## config.mk

```make
export PLATFORM = sky130hd
export DESIGN_NAME = cascade_irq_ctrl
export DESIGN_NICKNAME = d
export VERILOG_FILES = /design/src/rtl/sic_pkg.sv /design/src/rtl/sic_bitreg.sv /design/src/rtl/sic_route.sv /design/src/rtl/sic_first.sv /design/src/rtl/sic_regbus.sv /design/src/rtl/cascade_irq_ctrl.sv
export SDC_FILE = /design/constraint.sdc
export NUM_CORES = 1
export LEC_CHECK = 0
export ABC_AREA = 1
export CAP_MARGIN = 20
export CELL_PAD_IN_SITES_DETAIL_PLACEMENT = 1
export CELL_PAD_IN_SITES_GLOBAL_PLACEMENT = 2
export CORE_MARGIN = 1
export CORE_UTILIZATION = 27
export DETAILED_ROUTE_END_ITERATION = 8
export GPL_TIMING_DRIVEN = 0
export PLACE_DENSITY_LB_ADDON = 0.25
export SYNTH_ARGS = -nofsm -noshare
export SYNTH_HDL_FRONTEND = slang
export SYNTH_SLANG_ARGS = --single-unit
```

## constraint.sdc

```tcl
create_clock -name clk -period 3.35 [get_ports clk]
set_clock_uncertainty 0.1 [all_clocks]
set_input_delay 1.005 -clock clk [delete_from_list [all_inputs] [get_ports clk]]
set_output_delay 1.005 -clock clk [all_outputs]
set_load 0.02 [all_outputs]
```

## src/rtl/sic_pkg.sv

```systemverilog
package sic_pkg;
  localparam int ADDR_W = 3;
  localparam logic [ADDR_W-1:0] A_PEND   = 3'd0;
  localparam logic [ADDR_W-1:0] A_ENSET  = 3'd1;
  localparam logic [ADDR_W-1:0] A_ENCLR  = 3'd2;
  localparam logic [ADDR_W-1:0] A_BYPASS = 3'd3;
  localparam logic [ADDR_W-1:0] A_FIRST  = 3'd4;
endpackage

```

## src/rtl/sic_bitreg.sv

```systemverilog
// Mask register: LOAD_MODE=0 gives set/clear semantics, 1 gives plain load.
module sic_bitreg #(
  parameter int W = 32,
  parameter bit LOAD_MODE = 1'b0
) (
  input  logic         clk,
  input  logic         rst_n,
  input  logic         wr_a,
  input  logic         wr_b,
  input  logic [W-1:0] wbits,
  output logic [W-1:0] q
);
  logic [W-1:0] nxt;
  logic         ce;

  assign ce = wr_a | wr_b;

  generate
    if (LOAD_MODE) begin : g_load
      always_comb begin
        nxt = q;
        if (wr_a) nxt = wbits;
      end
    end else begin : g_setclr
      always_comb begin
        nxt = q;
        if (wr_a)      nxt = q | wbits;
        else if (wr_b) nxt = q & ~wbits;
      end
    end
  endgenerate

  always_ff @(posedge clk or negedge rst_n) begin
    if (!rst_n)  q <= '0;
    else if (ce) q <= nxt;
  end
endmodule

```

## src/rtl/sic_route.sv

```systemverilog
// Splits sources into the merged path and the bypass path.
module sic_route #(
  parameter int W = 32
) (
  input  logic [W-1:0] src,
  input  logic [W-1:0] en,
  input  logic [W-1:0] bp,
  output logic [W-1:0] pend,
  output logic         merged,
  output logic [W-1:0] pass
);
  always_comb begin
    pend   = src & en & ~bp;
    merged = |pend;
    pass   = src & bp;
  end
endmodule

```

## src/rtl/sic_first.sv

```systemverilog
// Lowest-index priority encoder over the pending word.
module sic_first #(
  parameter int W = 32,
  localparam int IDX_W = $clog2(W)
) (
  input  logic [W-1:0]     pend,
  output logic             valid,
  output logic [IDX_W-1:0] idx
);
  always_comb begin
    valid = 1'b0;
    idx   = '0;
    for (int i = W - 1; i >= 0; i--) begin
      if (pend[i]) begin
        valid = 1'b1;
        idx   = IDX_W'(i);
      end
    end
  end
endmodule

```

## src/rtl/sic_regbus.sv

```systemverilog
// Address decode for writes and registered read mux.
module sic_regbus
  import sic_pkg::*;
#(
  parameter int W = 32,
  localparam int IDX_W = $clog2(W)
) (
  input  logic              clk,
  input  logic              rst_n,
  input  logic              bus_sel,
  input  logic              bus_wr,
  input  logic [ADDR_W-1:0] bus_addr,
  input  logic [W-1:0]      en,
  input  logic [W-1:0]      bp,
  input  logic [W-1:0]      pend,
  input  logic              first_vld,
  input  logic [IDX_W-1:0]  first_idx,
  output logic              wr_enset,
  output logic              wr_enclr,
  output logic              wr_bypass,
  output logic [W-1:0]      rdata
);
  logic         rd_req;
  logic [W-1:0] rd_nxt;

  assign rd_req    = bus_sel & ~bus_wr;
  assign wr_enset  = bus_sel & bus_wr & (bus_addr == A_ENSET);
  assign wr_enclr  = bus_sel & bus_wr & (bus_addr == A_ENCLR);
  assign wr_bypass = bus_sel & bus_wr & (bus_addr == A_BYPASS);

  always_comb begin
    rd_nxt = '0;
    case (bus_addr)
      A_PEND:            rd_nxt = pend;
      A_ENSET, A_ENCLR:  rd_nxt = en;
      A_BYPASS:          rd_nxt = bp;
      A_FIRST:           rd_nxt = {{(W-IDX_W-1){1'b0}}, first_vld, first_idx};
      default:           rd_nxt = '0;
    endcase
  end

  always_ff @(posedge clk or negedge rst_n) begin
    if (!rst_n)      rdata <= '0;
    else if (rd_req) rdata <= rd_nxt;
  end
endmodule

```

## src/rtl/cascade_irq_ctrl.sv

```systemverilog
module cascade_irq_ctrl
  import sic_pkg::*;
#(
  parameter int N_SRC = 32
) (
  input  logic              clk,
  input  logic              rst_n,
  input  logic [N_SRC-1:0]  src_i,
  input  logic              bus_sel,
  input  logic              bus_wr,
  input  logic [ADDR_W-1:0] bus_addr,
  input  logic [N_SRC-1:0]  bus_wdata,
  output logic [N_SRC-1:0]  bus_rdata,
  output logic              merged_irq_o,
  output logic [N_SRC-1:0]  pass_vec_o
);
  localparam int IDX_W = $clog2(N_SRC);

  logic [1:0]       rst_sync;
  logic             rst_q_n;
  logic             wr_enset, wr_enclr, wr_bypass;
  logic [N_SRC-1:0] en_q, bp_q, pend;
  logic             first_vld;
  logic [IDX_W-1:0] first_idx;

  always_ff @(posedge clk or negedge rst_n) begin
    if (!rst_n) rst_sync <= 2'b00;
    else        rst_sync <= {rst_sync[0], 1'b1};
  end
  assign rst_q_n = rst_sync[1];

  sic_regbus #(.W(N_SRC)) u_bus (
    .clk(clk), .rst_n(rst_q_n), .bus_sel(bus_sel), .bus_wr(bus_wr),
    .bus_addr(bus_addr), .en(en_q), .bp(bp_q), .pend(pend),
    .first_vld(first_vld), .first_idx(first_idx),
    .wr_enset(wr_enset), .wr_enclr(wr_enclr), .wr_bypass(wr_bypass),
    .rdata(bus_rdata)
  );

  sic_bitreg #(.W(N_SRC), .LOAD_MODE(1'b0)) u_en (
    .clk(clk), .rst_n(rst_q_n), .wr_a(wr_enset), .wr_b(wr_enclr),
    .wbits(bus_wdata), .q(en_q)
  );

  sic_bitreg #(.W(N_SRC), .LOAD_MODE(1'b1)) u_bp (
    .clk(clk), .rst_n(rst_q_n), .wr_a(wr_bypass), .wr_b(1'b0),
    .wbits(bus_wdata), .q(bp_q)
  );

  sic_route #(.W(N_SRC)) u_route (
    .src(src_i), .en(en_q), .bp(bp_q),
    .pend(pend), .merged(merged_irq_o), .pass(pass_vec_o)
  );

  sic_first #(.W(N_SRC)) u_first (
    .pend(pend), .valid(first_vld), .idx(first_idx)
  );
endmodule

```

[Word-level counts from Yosys, hierarchy flattened]
Cells that the tools add are included.
W data, S select, Z words.
Word-level totals
  word-level logic and storage cells: 94
  bits of input ports: 71
  output and inout port bits: 65
  register bits after elaboration: 98
Operators by class
  muxes and demuxes: 67
  equality and inequality tests: 4
  reductions and logical operators: 5
  bitwise logic cells: 14
Operators with widths (number)
  $mux W5: 32
  $and A32 B32 Y32: 4
  $pmux W32 S4: 1
  $mux W32: 2
  $not A32 Y32: 2
  $mux W1: 32
  $or A32 B32 Y32: 1
  $reduce_or A32 Y1: 1
  $eq A3 B2 Y1 const B: 2
  $and A1 B1 Y1: 5
  $eq A3 B1 Y1 const B: 1
  $eq A3 B3 Y1 const B: 1
  $logic_not A3 Y1: 1
  $reduce_and A2 Y1: 1
  $reduce_bool A2 Y1: 1
  $reduce_or A2 Y1: 1
  $not A1 Y1: 1
  $or A1 B1 Y1: 1

[Depth between registers and ports, before layout]
  word-level depth: 35
  mapped depth: 36

[Hierarchy]
A second synthesis with hierarchy kept.
Unflattened totals
  cell total of the unflattened synthesis: 918
  area total of the unflattened synthesis: 6409.9 um^2
By module, submodules not included
  sic_regbus: area each 2456.1 um^2, times used 1, cells each 321
  sic_bitreg (u_en): area each 1337.5 um^2, times used 1, cells each 166
  sic_bitreg (u_bp): area each 1292.5 um^2, times used 1, cells each 136
  sic_route: area each 823.3 um^2, times used 1, cells each 184
  sic_first: area each 442.9 um^2, times used 1, cells each 107
  cascade_irq_ctrl: area each 57.6 um^2, times used 1, cells each 4

[Worst setup path before layout]
OpenSTA, ideal clock, no wires.
  kind: input -> output
  start: input src_i[7]
  end: output merged_irq_o
  buffers on the path: 0
  setup slack: 0.309 ns
  arrival: 1.936 ns
  stages: 8
  cell sequence: nand3_2 -> inv_1 -> a31oi_1 -> nand2_1 -> inv_1 -> nand2_1 -> nor4_1 -> nand3_1
Between the ends
  word-level cells in the longest chain between the ends: 3
RTL lines
  from (decl): line cascade_irq_ctrl.sv:8  | input logic [N_SRC-1:0] src_i,
  $and A32 B32 Y32 (2 in series): line sic_route.sv:13  | pend = src & en & ~bp;
  $reduce_or A32 Y1: line sic_route.sv:14  | merged = |pend;
  to (decl): line cascade_irq_ctrl.sv:14  | output logic merged_irq_o,
No other way between the ends.

[Final worst setup path]
  start: input src_i[18]
  end: output merged_irq_o
The elaborated chain is that of the path after synthesis.

==> reports/qor.yml <==
status:
  run_status: "complete, no violations"
die:
  fp.dieH_um: 142.0
  floorplan.rows: 50
  die_area_mm2: 0.02018
  design.core.area_mm2: 0.01896
  die-width_um: 142.0
  boundaryPins: 136
  floorplan.initialDensity_pct: 27.93
routing:
  routed_wire_length_mm: 19.96
  wire_per_inst_um: 16.63
  mean_number_of_vias_per_cell: 4.683
  antenna_violating_nets_left: 0
  detail_route.first_pass.iterations: 4
  drc_violations_left: 0
  routed-via-count: 5620
  drt_first_iter_violations: 206
worst_setup_path:
  critPathRequiredTime_ns: 2.24
  crit_path_max_fanout: 3
  arrival_time_worst_endpoint_ns: 2.24
  endpoint_kind: "output port"
  criticalPathCategory: "in -> out"
  start_kind: "input port"
  startpoint: "src_i[18]"
synthesis:
  ys.warnings.count: 0
  number_of_synthesized_flops_with_an_enable_pin: 0
  adder_cell_share_of_the_synthesized_area_pct: 0
  synth.most_common_cell: "nand2_1"
  synth_simple_gate_area_share_pct: 26.56
  synth_compound_area_share_pct: 15.03
  largest_family_of_logic_cells_by_synthesized_area: "simple AND/OR/NAND/NOR gates"
  synth.distinct_cells: 27
  synth-seq-cells: 98
  synth.area.top_cells: "dfrtp_1, nand2_1, inv_1"
  synthCells: 742
  post_synth_instance_area_mm2: 0.005295
  synth_area_leader_cell: "dfrtp_1"
  synthXorXnorAreaFrac_pct: 0
  synthTopCellsByCount: "nand2_1, inv_1, dfrtp_1, o21ai_0, nor2_1"
  syn-mean-instance-area_um2: 7.136
  synthMuxAreaShare_pct: 0
  syn-num-nets: 813
  ys_async_sr_fraction_pct: 100.0
  synth_sequential_area_ratio_pct: 46.31
  ys.flop_type: "dfrtp_1"
  yosysTopAreaCellShare_pct: 46.31
clock_tree:
  cts_sinks: 98
  number_of_h_tree_levels: 3
  tritoncts.num_buffers: 9
  clock_latency_ns: 0.35
  cts.root.buffer_cell: "clkbuf_16"
  cts.clk_slew.worst_paths_ns: 0.07
  clock_path_buffers: 2
  tritoncts: "yes"
  cts_hold_buffers: 0
global_routing:
  grt_pass1_wl_mm: 31.33
  globalRoute.totalOverflow: 0
  grt.total_usage_pct: 20.32
  first_global_vias: 5984
  antenna_found_initial: 1
  largest_net_degree_at_the_start_of_global_routing: 63
sta:
  final.min_clock_period_ns: 3.349
  ratio_of_final_minimum_period_to_clock_period_pct: 99.98
  maxSlewHeadroom_pct: 42.87
  setup_violations: 0
  final_max_slew_viol_count: 0
  final.hold.worst_slack_ns: 0.2620
  tightest_slew_ns: 0.8570
  timing_hold_violations_final: 0
  grt_setup_unrepaired: "yes"
  maxClockFrequency_ghz: 0.2986
layout:
  layout-drive-gt1-share_pct: 14.91
  design.final.nets: 1005
  area_growth_synth_to_finish_pct: 48.61
pwr:
  total_leakage_power_nw: 4.134
  post-layout-total-power_mw: 4.061
  vdd_drop_max_mv: 0.2472
  power_density_mw_per_mm2: 516.0
worst_hold_path:
  min_path_type: "reg -> reg"
  worstHoldStart: "rst_sync[0]$_DFF_PN0_"
run:
  cap_viol_max_count: 0
placement:
  post-dp-hpwl_mm: 14.47
  gp_congestion: 0.7892
  io_buffers: 135
-- per-layer routing --
| metal | vias up | wire length [um] | track usage (%) |
|---|---|---|---|
| met4 | 0 | 486 | 8.206 |
| met1 | 2768 | 8339 | 24.66 |
| met5 | - | 0 | 0 |
| met3 | 27 | 893 | 2.322 |
| met2 | 140 | 10240 | 36.46 |
| li1 | 2685 | - | - |
-- where the power goes --
part / total (mW) / leakage [nW] / switching [mW] / internal (mW)
Clock: 1.09 / 0.143 / 0.484 / 0.602
Sequential: 1.61 / 1.27 / 0.214 / 1.40
Combinational: 1.36 / 2.72 / 0.754 / 0.610
Total: 4.06 / 4.13 / 1.45 / 2.61
-- cell type report --
class | count | area [um2]
inverter | 140 | 543.0
sequential | 98 | 2456
buffer | 26 | 98.84
clock buffer | 12 | 246.5
antenna | 1 | 2.502
timing repair buffer | 181 | 1700
clock inverter | 4 | 51.30
tap | 260 | 325.3
multi-input combinational | 478 | 2445
fill | 2375 | 11090
-- critical path, cell delays in order --
cell and delay [ns]:
clkdlybuf4s50_1 0.46, nand3_2 0.10, inv_1 0.07, nor2_4 0.13, nand2_4 0.08, nor2_4 0.14
nand3_4 0.10, buf_6 0.16
-- through the flow --
| stage | utilization (%) | setup TNS [ns] | instances | setup slack [ns] | instance area [um2] |
|---|---|---|---|---|---|
| CTS | 40.24 | -0.1195 | 1189 | -0.1195 | 7629 |
| floorplan | - | 0 | 742 | 0.3088 | 5295 |
| detailed placement | 36.90 | -15.21 | 1138 | -0.9057 | 6995 |
| global placement | 36.78 | -103.82 | 1137 | -0.9760 | 6972 |
| global route | 41.51 | -0.1504 | 1200 | -0.1173 | 7869 |
| finish | 41.51 | 0 | 1200 | 0.0005909 | 7869 |
-- path summary, 6_finish.rpt --
path	endpoint	slack [ns]	depth (start not counted)
worst max register to register	u_bus.rdata[31]$_DFFE_PN0P_	0.46	18
max in group asynchronous	u_bp.q[0]$_DFFE_PN0P_	2.09	1
worst min-delay path	rst_sync[1]$_DFF_PN0_	0.26	0
worst max-delay path	merged_irq_o	0.0006	8
min in group asynchronous	u_bp.q[13]$_DFFE_PN0P_	0.35	0
worst min register to register	rst_sync[1]$_DFF_PN0_	0.26	0
-- kinds of logic after synthesis --
kind of cell | count (synthesis)
DFF | 98
AOI/OAI and AO/OA | 141
and+or+nand+nor | 336
buffers and inverters | 166
other | 1
-- cells in the final DEF, fill, tap and decap left out, types with 3 or more instances in the layout --
cell / Yosys / routed
a21oi_1: 13 / 12
nor2_2: 2 / 6
nand2_2: 1 / 11
o21ai_0: 92 / 92
clkdlybuf4s15_1: 0 / 4
clkbuf_1: 26 / 27
nand2_4: 1 / 4
a31oi_1: 4 / 3
nand3_1: 12 / 4
a221oi_1: 16 / 16
dlymetal6s2s_1: 0 / 15
nand3_4: 3 / 4
buf_4: 0 / 45
nor2_1: 39 / 24
o2111ai_1: 5 / 5
nor3_2: 0 / 3
o21ai_1: 8 / 8
dlygate4sd2_1: 0 / 14
nand2_1: 258 / 245
nand3_2: 8 / 15
inv_2: 2 / 10
nor2_4: 1 / 12
clkdlybuf4s50_1: 0 / 95
dfrtp_1: 98 / 97
inv_1: 136 / 128
clkbuf_2: 0 / 6
clkbuf_16: 0 / 9
nor3_1: 9 / 5
-- repair_timing --
item / CTS / global route
setup buffers: 35 / 10
endpoints found under the setup margin: 23 / 21
gates resized for setup: 62 / 71
endpoints found under the hold margin: 0 / 0
pin swaps: 21 / 31
Power figures use the tool's default switching activity.
